<file path="src/rtl/rdr_pkg.sv">
package rdr_pkg;
  typedef enum logic [1:0] {
    ST_IDLE  = 2'd0,
    ST_TEST  = 2'd1,
    ST_SHIFT = 2'd2,
    ST_GAP   = 2'd3
  } rdr_state_e;
endpackage

</file>
<file path="src/rtl/rdr_sync.sv">
module rdr_sync #(
  parameter int WIDTH  = 2,
  parameter int STAGES = 2
) (
  input  logic             clk_i,
  input  logic             rst_ni,
  input  logic [WIDTH-1:0] din_i,
  output logic [WIDTH-1:0] dout_o,
  output logic [WIDTH-1:0] rise_o
);
  logic [WIDTH-1:0] stg_q [STAGES];
  logic [WIDTH-1:0] prev_q;

  for (genvar s = 0; s < STAGES; s++) begin : g_stage
    if (s == 0) begin : g_first
      always_ff @(posedge clk_i or negedge rst_ni)
        if (!rst_ni) stg_q[s] <= '0;
        else         stg_q[s] <= din_i;
    end else begin : g_next
      always_ff @(posedge clk_i or negedge rst_ni)
        if (!rst_ni) stg_q[s] <= '0;
        else         stg_q[s] <= stg_q[s-1];
    end
  end

  always_ff @(posedge clk_i or negedge rst_ni)
    if (!rst_ni) prev_q <= '0;
    else         prev_q <= stg_q[STAGES-1];

  assign dout_o = stg_q[STAGES-1];
  assign rise_o = stg_q[STAGES-1] & ~prev_q;
endmodule

</file>
<file path="src/rtl/rdr_shift.sv">
module rdr_shift #(
  parameter int BITS = 24
) (
  input  logic            clk_i,
  input  logic            rst_ni,
  input  logic            clr_i,
  input  logic            en_i,
  input  logic            bit_i,
  output logic [BITS-1:0] word_o,
  output logic            last_o
);
  localparam int CW = $clog2(BITS + 1);

  logic [BITS-1:0] sh_q;
  logic [CW-1:0]   cnt_q;

  always_ff @(posedge clk_i or negedge rst_ni) begin
    if (!rst_ni) begin
      sh_q  <= '0;
      cnt_q <= '0;
    end else if (clr_i) begin
      sh_q  <= '0;
      cnt_q <= '0;
    end else if (en_i) begin
      sh_q  <= {sh_q[BITS-2:0], bit_i};
      cnt_q <= cnt_q + 1'b1;
    end
  end

  assign word_o = sh_q;
  assign last_o = (cnt_q == CW'(BITS - 1));
endmodule

</file>
<file path="src/rtl/rdr_host.sv">
module rdr_host
  import rdr_pkg::*;
#(
  parameter int FRAME_BITS  = 24,
  parameter int SYNC_STAGES = 2,
  parameter int SETTLE_CYC  = 8,
  parameter int TIMEOUT_CYC = 100000,
  parameter int GAP_CYC     = 16
) (
  input  logic                  clk_i,
  input  logic                  rst_ni,
  input  logic                  req_i,
  input  logic                  poll_only_i,
  input  logic                  sck_i,
  input  logic                  sdo_i,
  output logic                  cs_no,
  output logic [FRAME_BITS-1:0] result_o,
  output logic                  valid_o,
  output logic                  ready_o,
  output logic                  poll_done_o,
  output logic                  timeout_o,
  output logic                  busy_o
);
  localparam int MAX_A = (SETTLE_CYC > GAP_CYC) ? SETTLE_CYC : GAP_CYC;
  localparam int MAX_C = (TIMEOUT_CYC > MAX_A) ? TIMEOUT_CYC : MAX_A;
  localparam int CNT_W = $clog2(MAX_C + 1);

  rdr_state_e state_q;
  logic [CNT_W-1:0] cnt_q;
  logic mode_q, valid_q, err_q, poll_q, ready_q;
  logic [FRAME_BITS-1:0] result_q;

  logic [1:0] sync_out, sync_rise;
  logic sck_rise, sdo_s;
  logic sh_clr, sh_en, sh_last;
  logic [FRAME_BITS-1:0] sh_word;

  rdr_sync #(.WIDTH(2), .STAGES(SYNC_STAGES)) u_sync (
    .clk_i (clk_i),
    .rst_ni(rst_ni),
    .din_i ({sdo_i, sck_i}),
    .dout_o(sync_out),
    .rise_o(sync_rise)
  );
  assign sck_rise = sync_rise[0];
  assign sdo_s    = sync_out[1];

  assign sh_clr = (state_q == ST_IDLE) && req_i;
  assign sh_en  = (state_q == ST_SHIFT) && sck_rise;

  rdr_shift #(.BITS(FRAME_BITS)) u_shift (
    .clk_i (clk_i),
    .rst_ni(rst_ni),
    .clr_i (sh_clr),
    .en_i  (sh_en),
    .bit_i (sdo_s),
    .word_o(sh_word),
    .last_o(sh_last)
  );

  always_ff @(posedge clk_i or negedge rst_ni) begin
    if (!rst_ni) begin
      state_q  <= ST_IDLE;
      cnt_q    <= '0;
      mode_q   <= 1'b0;
      valid_q  <= 1'b0;
      err_q    <= 1'b0;
      poll_q   <= 1'b0;
      ready_q  <= 1'b0;
      result_q <= '0;
    end else begin
      valid_q <= 1'b0;
      err_q   <= 1'b0;
      poll_q  <= 1'b0;
      unique case (state_q)
        ST_IDLE: if (req_i) begin
          mode_q  <= poll_only_i;
          cnt_q   <= '0;
          state_q <= ST_TEST;
        end
        ST_TEST: begin
          if (cnt_q == CNT_W'(SETTLE_CYC - 1)) begin
            cnt_q <= '0;
            if (mode_q) begin
              // flag low on the line means a result is waiting
              poll_q  <= 1'b1;
              ready_q <= ~sdo_s;
              state_q <= ST_GAP;
            end else begin
              state_q <= ST_SHIFT;
            end
          end else begin
            cnt_q <= cnt_q + 1'b1;
          end
        end
        ST_SHIFT: begin
          if (sck_rise) begin
            cnt_q <= '0;
            if (sh_last) begin
              result_q <= {sh_word[FRAME_BITS-2:0], sdo_s};
              valid_q  <= 1'b1;
              state_q  <= ST_GAP;
            end
          end else if (cnt_q == CNT_W'(TIMEOUT_CYC - 1)) begin
            err_q   <= 1'b1;
            cnt_q   <= '0;
            state_q <= ST_GAP;
          end else begin
            cnt_q <= cnt_q + 1'b1;
          end
        end
        ST_GAP: begin
          if (cnt_q == CNT_W'(GAP_CYC - 1)) begin
            cnt_q   <= '0;
            state_q <= ST_IDLE;
          end else begin
            cnt_q <= cnt_q + 1'b1;
          end
        end
        default: state_q <= ST_IDLE;
      endcase
    end
  end

  assign cs_no       = (state_q == ST_IDLE) || (state_q == ST_GAP);
  assign busy_o      = (state_q != ST_IDLE);
  assign result_o    = result_q;
  assign valid_o     = valid_q;
  assign timeout_o   = err_q;
  assign poll_done_o = poll_q;
  assign ready_o     = ready_q;
endmodule

</file>
<file path="config.mk">
export PLATFORM = sky130hd
export DESIGN_NAME = rdr_host
export DESIGN_NICKNAME = d
export VERILOG_FILES = /design/src/rtl/rdr_pkg.sv /design/src/rtl/rdr_sync.sv /design/src/rtl/rdr_shift.sv /design/src/rtl/rdr_host.sv
export SDC_FILE = /design/constraint.sdc
export NUM_CORES = 1
export LEC_CHECK = 0
export ABC_AREA = 1
export BUFFER_PORTS_ARGS = -buffer_cell sky130_fd_sc_hd__buf_2
export CAP_MARGIN = 20
export CORE_AREA = 10 10 111 113
export CTS_CLUSTER_DIAMETER = 50
export DETAILED_ROUTE_END_ITERATION = 8
export DIE_AREA = 0 0 121 123
export GPL_TIMING_DRIVEN = 0
export PLACE_DENSITY = 0.57
export SLEW_MARGIN = 20
export SYNTH_ARGS = -nofsm -noshare
export SYNTH_HDL_FRONTEND = slang
export SYNTH_HIERARCHICAL = 1
export SYNTH_SLANG_ARGS = --single-unit
export TNS_END_PERCENT = 5
</file>
<file path="constraint.sdc">
create_clock -name clk_i -period 1.8 [get_ports clk_i]
set_clock_uncertainty 0.1 [all_clocks]
set_input_delay 0.27 -clock clk_i [delete_from_list [all_inputs] [get_ports clk_i]]
set_output_delay 0.27 -clock clk_i [all_outputs]
set_load 0.01 [all_outputs]
</file>
==> impl_metrics.toml, run 1 <==
[detailed_routing]
vias = 3045
vias_per_cell = 4.56
drc = 0
wl_met3_microns = 394
wl_mm = 8.23
dr.pass1.iters = 6
routedWlPerCell_microns = 12.3
wl_met2_mm = 3.91
top_layer = "met4"
wl_met1_mm = 3.84
ant_nets = 0
first_iter_violations = 142

[flow_run]
max_cap_viol_count = 0

[clock_tree]
htreeDepth = 3
root_buffer = "clkbuf_8"
cts_buffers = 9
clkSinkCount = 81
cts_tree = "built"
clockBufferDepth = 2
clkLatencyLatePin_ns = 0.36
clk_pin_slew_ns = 0.10

[power]
p_per_area_nw_per_um2 = 1090
p_sw_share_pct = 35.0
total_power_mw = 5.28
power.share.clock_pct = 29.3
power_leakage_nw = 2.55
pwr-share-comb_pct = 32.4
power_switching_mw = 1.84
p_int_mw = 3.43
pwr-share-seq_pct = 38.3
irDropWorstVdd_mv = 0.451

[global_route]
grt_pass1_wl_mm = 13.8
grt_start_max_net_pins = 52
grt_pass1_vias = 2892
overflow = 0
antenna_found_initial = 0
grt.total_usage_pct = 11.2

[worst_hold_path]
hold_depth = 4
min_path_type = "input pin to flop"
holdPathEnd = "mode_q$_DFFE_PN0P_"
min-delay-start = "req_i"

[floorplan]
die_w_microns = 121
initial_utilization_pct = 38.3
die_area_sq_um = 14900
die_h_microns = 123
coreArea_sq_um = 10100
ios = 36
num_rows = 37

[critical_path]
crit_chain = "nor2_2 -> buf_4 -> nand3_2 -> nor2_2 -> nand2_1 -> nand2_2 -> nand3_4 -> clkbuf_16 -> nand3_2 -> nand2_1"
rrSetupSlack_ns = 0.06
crit_required_ns = 1.95
slowest_delay_ns = 0.42
r2r_end = "cnt_q[3]$_DFFE_PN0P_"
cp-end-kind = "flop"
start_kind = "flop"
crit_slowest_cell = "dfrtp_1"
criticalPathCategory = "flop to flop"
r2r_start = "cnt_q[13]$_DFFE_PN0P_"
critPathArrivalTime_ns = 1.88
worstPathMaxFanout = 8
reg2regPathDepth = 10

[logic_synthesis]
yosys_warnings = 6
syn_inst = 456
synth.net_count = 469
avgSynthCellArea_sq_um = 8.53
netlist_area_sq_um = 3890

[timing]
period_needed_ns = 1.74
slew-limit-headroom_pct = 72.8
worst_pin_slew_ns = 0.407
fmax_mhz = 575
finalSetupViolCount = 0
setup_slack_ns = 0.0621
rsz0062_at_grt = "yes"
maxSlewViolCount = 0
min_period_over_period_pct = 96.6
final-hold-violation-count = 0

[final_layout]
final.fill_count = 995
drive_gt1_share_pct = 27.8
fin_nets = 540
area_growth_pct = 24.3
diodes = 0
design_area_sq_um = 4830

[placed_design]
dpl.hpwl_mm = 5.59
gp_congestion = 0.862
io_buffer_count = 35
pre_cts_slack_ns = -0.406
placed_area_sq_um = 4260

[status]
status = "completed"
stage by stage:
| stage | utilization [%] | TNS, ns | cells | hold WS, ns |
|---|---|---|---|---|
| global placement | 41.8 | -29.59 | 627 | 0.234 |
| CTS | 45.4 | 0 | 650 | 0.0984 |
| detailed placement | 42.0 | -7.77 | 628 | 0.129 |
| global route | 47.7 | -0.349 | 668 | 0.142 |
| finish | 47.7 | 0 | 668 | 0.113 |
| floorplan | - | 0 | 456 | -0.126 |
repair_timing:
item | 4_1_cts | 5_1_grt
setup endpoints to repair | 40 | 59
buffers inserted | 3 | 17
gates resized for setup | 16 | 25
pin swaps | 1 | 14
hold buffers | 4 | 0
cloned | 0 | 1
endpoints found under the hold margin | 33 | 0
per-layer routing:
metal  global-route usage [%]  vias to the layer above
li1                         -                     1565
met4                     3.39                        0
met5                        0                        -
met3                     3.46                        7
met2                     17.9                       49
met1                     14.2                     1424
registers in the layout, summed over array words and instances (netlist names), 2 cells and up:
register        count
u_shift/cnt_q       5
u_shift/word_o     23
state_q             2
result_o           24
u_sync/dout_o       2
u_sync/stg_q        2
cnt_q              17
final cells by class:
| cell class | count | area (sq um) | area share, % |
|---|---|---|---|
| Clock inverter | 7 | 105 | 2.18 |
| Clock buffer | 9 | 124 | 2.56 |
| Multi-Input combinational cell | 314 | 1670 | 34.5 |
| Tap cell | 136 | 170 | 3.52 |
| Sequential cell | 81 | 2030 | 42.0 |
| Buffer | 15 | 135 | 2.80 |
| Timing Repair Buffer | 61 | 420 | 8.70 |
| Inverter | 45 | 179 | 3.70 |
power groups by stage:
stage          registers [mW]  clock network [mW]  logic [mW]
4_1_cts                  2.00                1.59        1.46
5_1_grt                  2.03                1.67        1.89
2_1_floorplan            2.02                   0       0.979
3_3_place_gp             2.03                   0        1.30
6_report                 2.02                1.55        1.71
3_5_place_dp             2.03                   0        1.32
cells in the final DEF, fill, tap and decap left out, types with 4 or more instances in the layout:
cell             n
nor2_4           6
nor2_1          28
clkbuf_8         9
ha_1             4
nand2_2         10
inv_1           37
nand2_1        169
nor2_2           7
buf_6            6
nand3_1         25
xor2_1           6
nand4_1          4
dlygate4sd3_1    4
buf_4           23
o21ai_0         12
a21oi_1          7
nand3_2         10
buf_2           36
inv_4            4
dfrtp_1         78
o22ai_2          9
inv_2            4
worst max-delay path by stage:
stage | startpoint | to | slack [ns]
detailed placement | state_q[0]$_DFFE_PN0P_ | cnt_q[13]$_DFFE_PN0P_ | -0.41
global route | cnt_q[13]$_DFFE_PN0P_ | cnt_q[3]$_DFFE_PN0P_ | -0.04
global placement | state_q[0]$_DFFE_PN0P_ | cnt_q[13]$_DFFE_PN0P_ | -0.37
floorplan | state_q[0]$_DFFE_PN0P_ | cnt_q[15]$_DFFE_PN0P_ | 0.05
finish | cnt_q[13]$_DFFE_PN0P_ | cnt_q[3]$_DFFE_PN0P_ | 0.06
CTS | cnt_q[0]$_DFFE_PN0P_ | cnt_q[2]$_DFFE_PN0P_ | 0.003
worst max-delay path, delay by kind of cell, from the launching register on:
family | cells | cell delay (ns)
DFF | 1 | 0.42
buffers and inverters | 2 | 0.35
and+or+nand+nor | 8 | 0.76
No activity file was read; power rests on OpenSTA's default activity.
==> run 2, diff against run 1 <==
Clock period 1.8 ns to 1.4 ns, I/O delays scaled along.
==> run 2 against run 1 <==
Effect of this change:
- the flow now finishes with violations (setup timing)
- global-route usage is 0.81 points higher
- sequential power rose by 29%
- count of clock-buffer cells in the layout increased by 1
- maximum frequency is 2.0% higher
- final area is 2.7% higher
- worst hold slack lost 0.022 ns
- total power grew 33%
- critical path type unchanged
- highest routed layer unchanged
==> impl_metrics.toml, run 2 (synthesis gave the netlist of run 1 again) <==
[status]
status = "finished, violations left"
violations = "setup timing"

[floorplan]
coreArea_sq_um = 10100
die_w_microns = 121
initial_utilization_pct = 38.3
ios = 36
die_area_sq_um = 14900
num_rows = 37
die_h_microns = 123

[final_layout]
final_common_cell = "nand2_1"
largest_reg_flops = 24
fin_nets = 540
drive_gt1_share_pct = 31.0
mostFrequentLayoutCells = "nand2_1, dfrtp_1, inv_1, buf_2, nor2_1"
diodes = 0
final.fill_count = 1001
design_area_sq_um = 4960
layoutNonFillerInstCount = 668
final_core_util_pct = 49.0
area_growth_pct = 27.7

[timing]
slew-limit-headroom_pct = 76.4
maxSlewViolCount = 0
final-hold-violation-count = 0
worst_pin_slew_ns = 0.354
fin_tns_setup_ns = -10.32
period_needed_ns = 1.70
fmax_mhz = 587
setup_slack_ns = -0.304
min_period_over_period_pct = 122
finalSetupViolCount = 70
rsz0062_at_grt = "yes"

[placed_design]
io_buffer_count = 35
placed_area_sq_um = 4320
dp_cells = 628
gp_congestion = 0.846
dpl.hpwl_mm = 5.82

[global_route]
antenna_found_initial = 0
grt_start_max_net_pins = 58
overflow = 0
grt_pass1_wl_mm = 14.6
grt.total_usage_pct = 12.0
grt_pass1_vias = 3099

[power]
p_sw_share_pct = 34.8
power_switching_mw = 2.44
power.share.clock_pct = 27.1
pwr-share-comb_pct = 35.9
p_per_area_nw_per_um2 = 1410
p_int_mw = 4.57
total_power_mw = 7.01
pwr-share-seq_pct = 37.0
irDropWorstVdd_mv = 0.588
power_leakage_nw = 2.59

[clock_tree]
cts_tree = "built"
clockBufferDepth = 2
cts_buffers = 9
clkLatencyLatePin_ns = 0.36
root_buffer = "clkbuf_8"
clk_pin_slew_ns = 0.08
clkSinkCount = 81
htreeDepth = 3

[detailed_routing]
routedWlPerCell_microns = 13.0
wl_mm = 8.65
ant_nets = 0
drc = 0
vias = 3143
first_iter_violations = 176
vias_per_cell = 4.71
dr.pass1.iters = 4

[critical_path]
start_kind = "flop"
worstPathMaxFanout = 5
critPathArrivalTime_ns = 1.85
criticalPathCategory = "flop to flop"
cp-end-kind = "flop"
crit_required_ns = 1.55

[flow_run]
max_cap_viol_count = 0

[worst_hold_path]
min_path_type = "input pin to flop"
## run 2: area by class of cell
| class | instances | area, sq um | area share, % |
|---|---|---|---|
| Clock inverter | 6 | 90.1 | 1.81 |
| Clock buffer | 10 | 128 | 2.57 |
| Sequential cell | 81 | 2030 | 41.0 |
| Inverter | 45 | 196 | 3.96 |
| Tap cell | 136 | 170 | 3.43 |
| Buffer | 16 | 173 | 3.48 |
| Timing Repair Buffer | 60 | 454 | 9.15 |
| Multi-Input combinational cell | 314 | 1720 | 34.6 |
## run 2: final timing paths
check | from | to | slack [ns] | depth (start not counted)
max | cnt_q[11]$_DFFE_PN0P_ | cnt_q[12]$_DFFE_PN0P_ | -0.30 | 9
min | req_i | cnt_q[15]$_DFFE_PN0P_ | 0.09 | 4
max reg2reg | cnt_q[11]$_DFFE_PN0P_ | cnt_q[12]$_DFFE_PN0P_ | -0.30 | 9
min reg2reg | u_sync/stg_q[2]$_DFF_PN0_ | u_sync/dout_o[0]$_DFF_PN0_ | 0.25 | 0
max in group asynchronous | rst_ni | cnt_q[6]$_DFFE_PN0P_ | 0.39 | 3
min in group asynchronous | rst_ni | result_o[18]$_DFFE_PN0P_ | 0.20 | 2
## run 2: metrics by stage
step	hold WS [ns]	worst slack [ns]
2_1_floorplan	-0.186	-0.154
3_3_place_gp	0.219	-0.592
3_5_place_dp	0.0537	-0.451
4_1_cts	0.0665	-0.287
5_1_grt	0.101	-0.424
6_report	0.0907	-0.304
## run 2: critical path: stages (launching register included)
cell      delay (ns)
dfrtp_1         0.46
nor2_2          0.16
nand2_1         0.09
nor2_2          0.12
nand3_2         0.10
nand2_2         0.13
nand3_4         0.14
buf_6           0.17
nand3b_1        0.08
nand2_1         0.06
## run 2: power by group through the flow
stage	combinational [mW]	clock (mW)	sequential, mW
floorplan	1.42	0	2.60
global placement	1.84	0	2.63
detailed placement	1.88	0	2.63
CTS	2.44	1.98	2.58
global route	2.73	2.05	2.62
finish	2.52	1.90	2.60
## run 2: timing repair
action / CTS / global route
setup endpoints to repair: 77 / 77
endpoints found under the hold margin: 27 / 0
setup buffers: 15 / 2
gates resized for setup: 51 / 20
pin swaps: 14 / 11
gates cloned: 3 / 0
hold buffers: 4 / 0
## run 2: routing by layer
layer / wire length, microns / vias up / share of wire, % / GRT usage [%]
li1: - / 1572 / - / -
met1: 3760 / 1489 / 43 / 13.7
met2: 4280 / 64 / 49 / 20.6
met3: 434 / 18 / 5.0 / 3.51
met4: 182 / 0 / 2.1 / 5.13
met5: 0 / - / 0 / 0
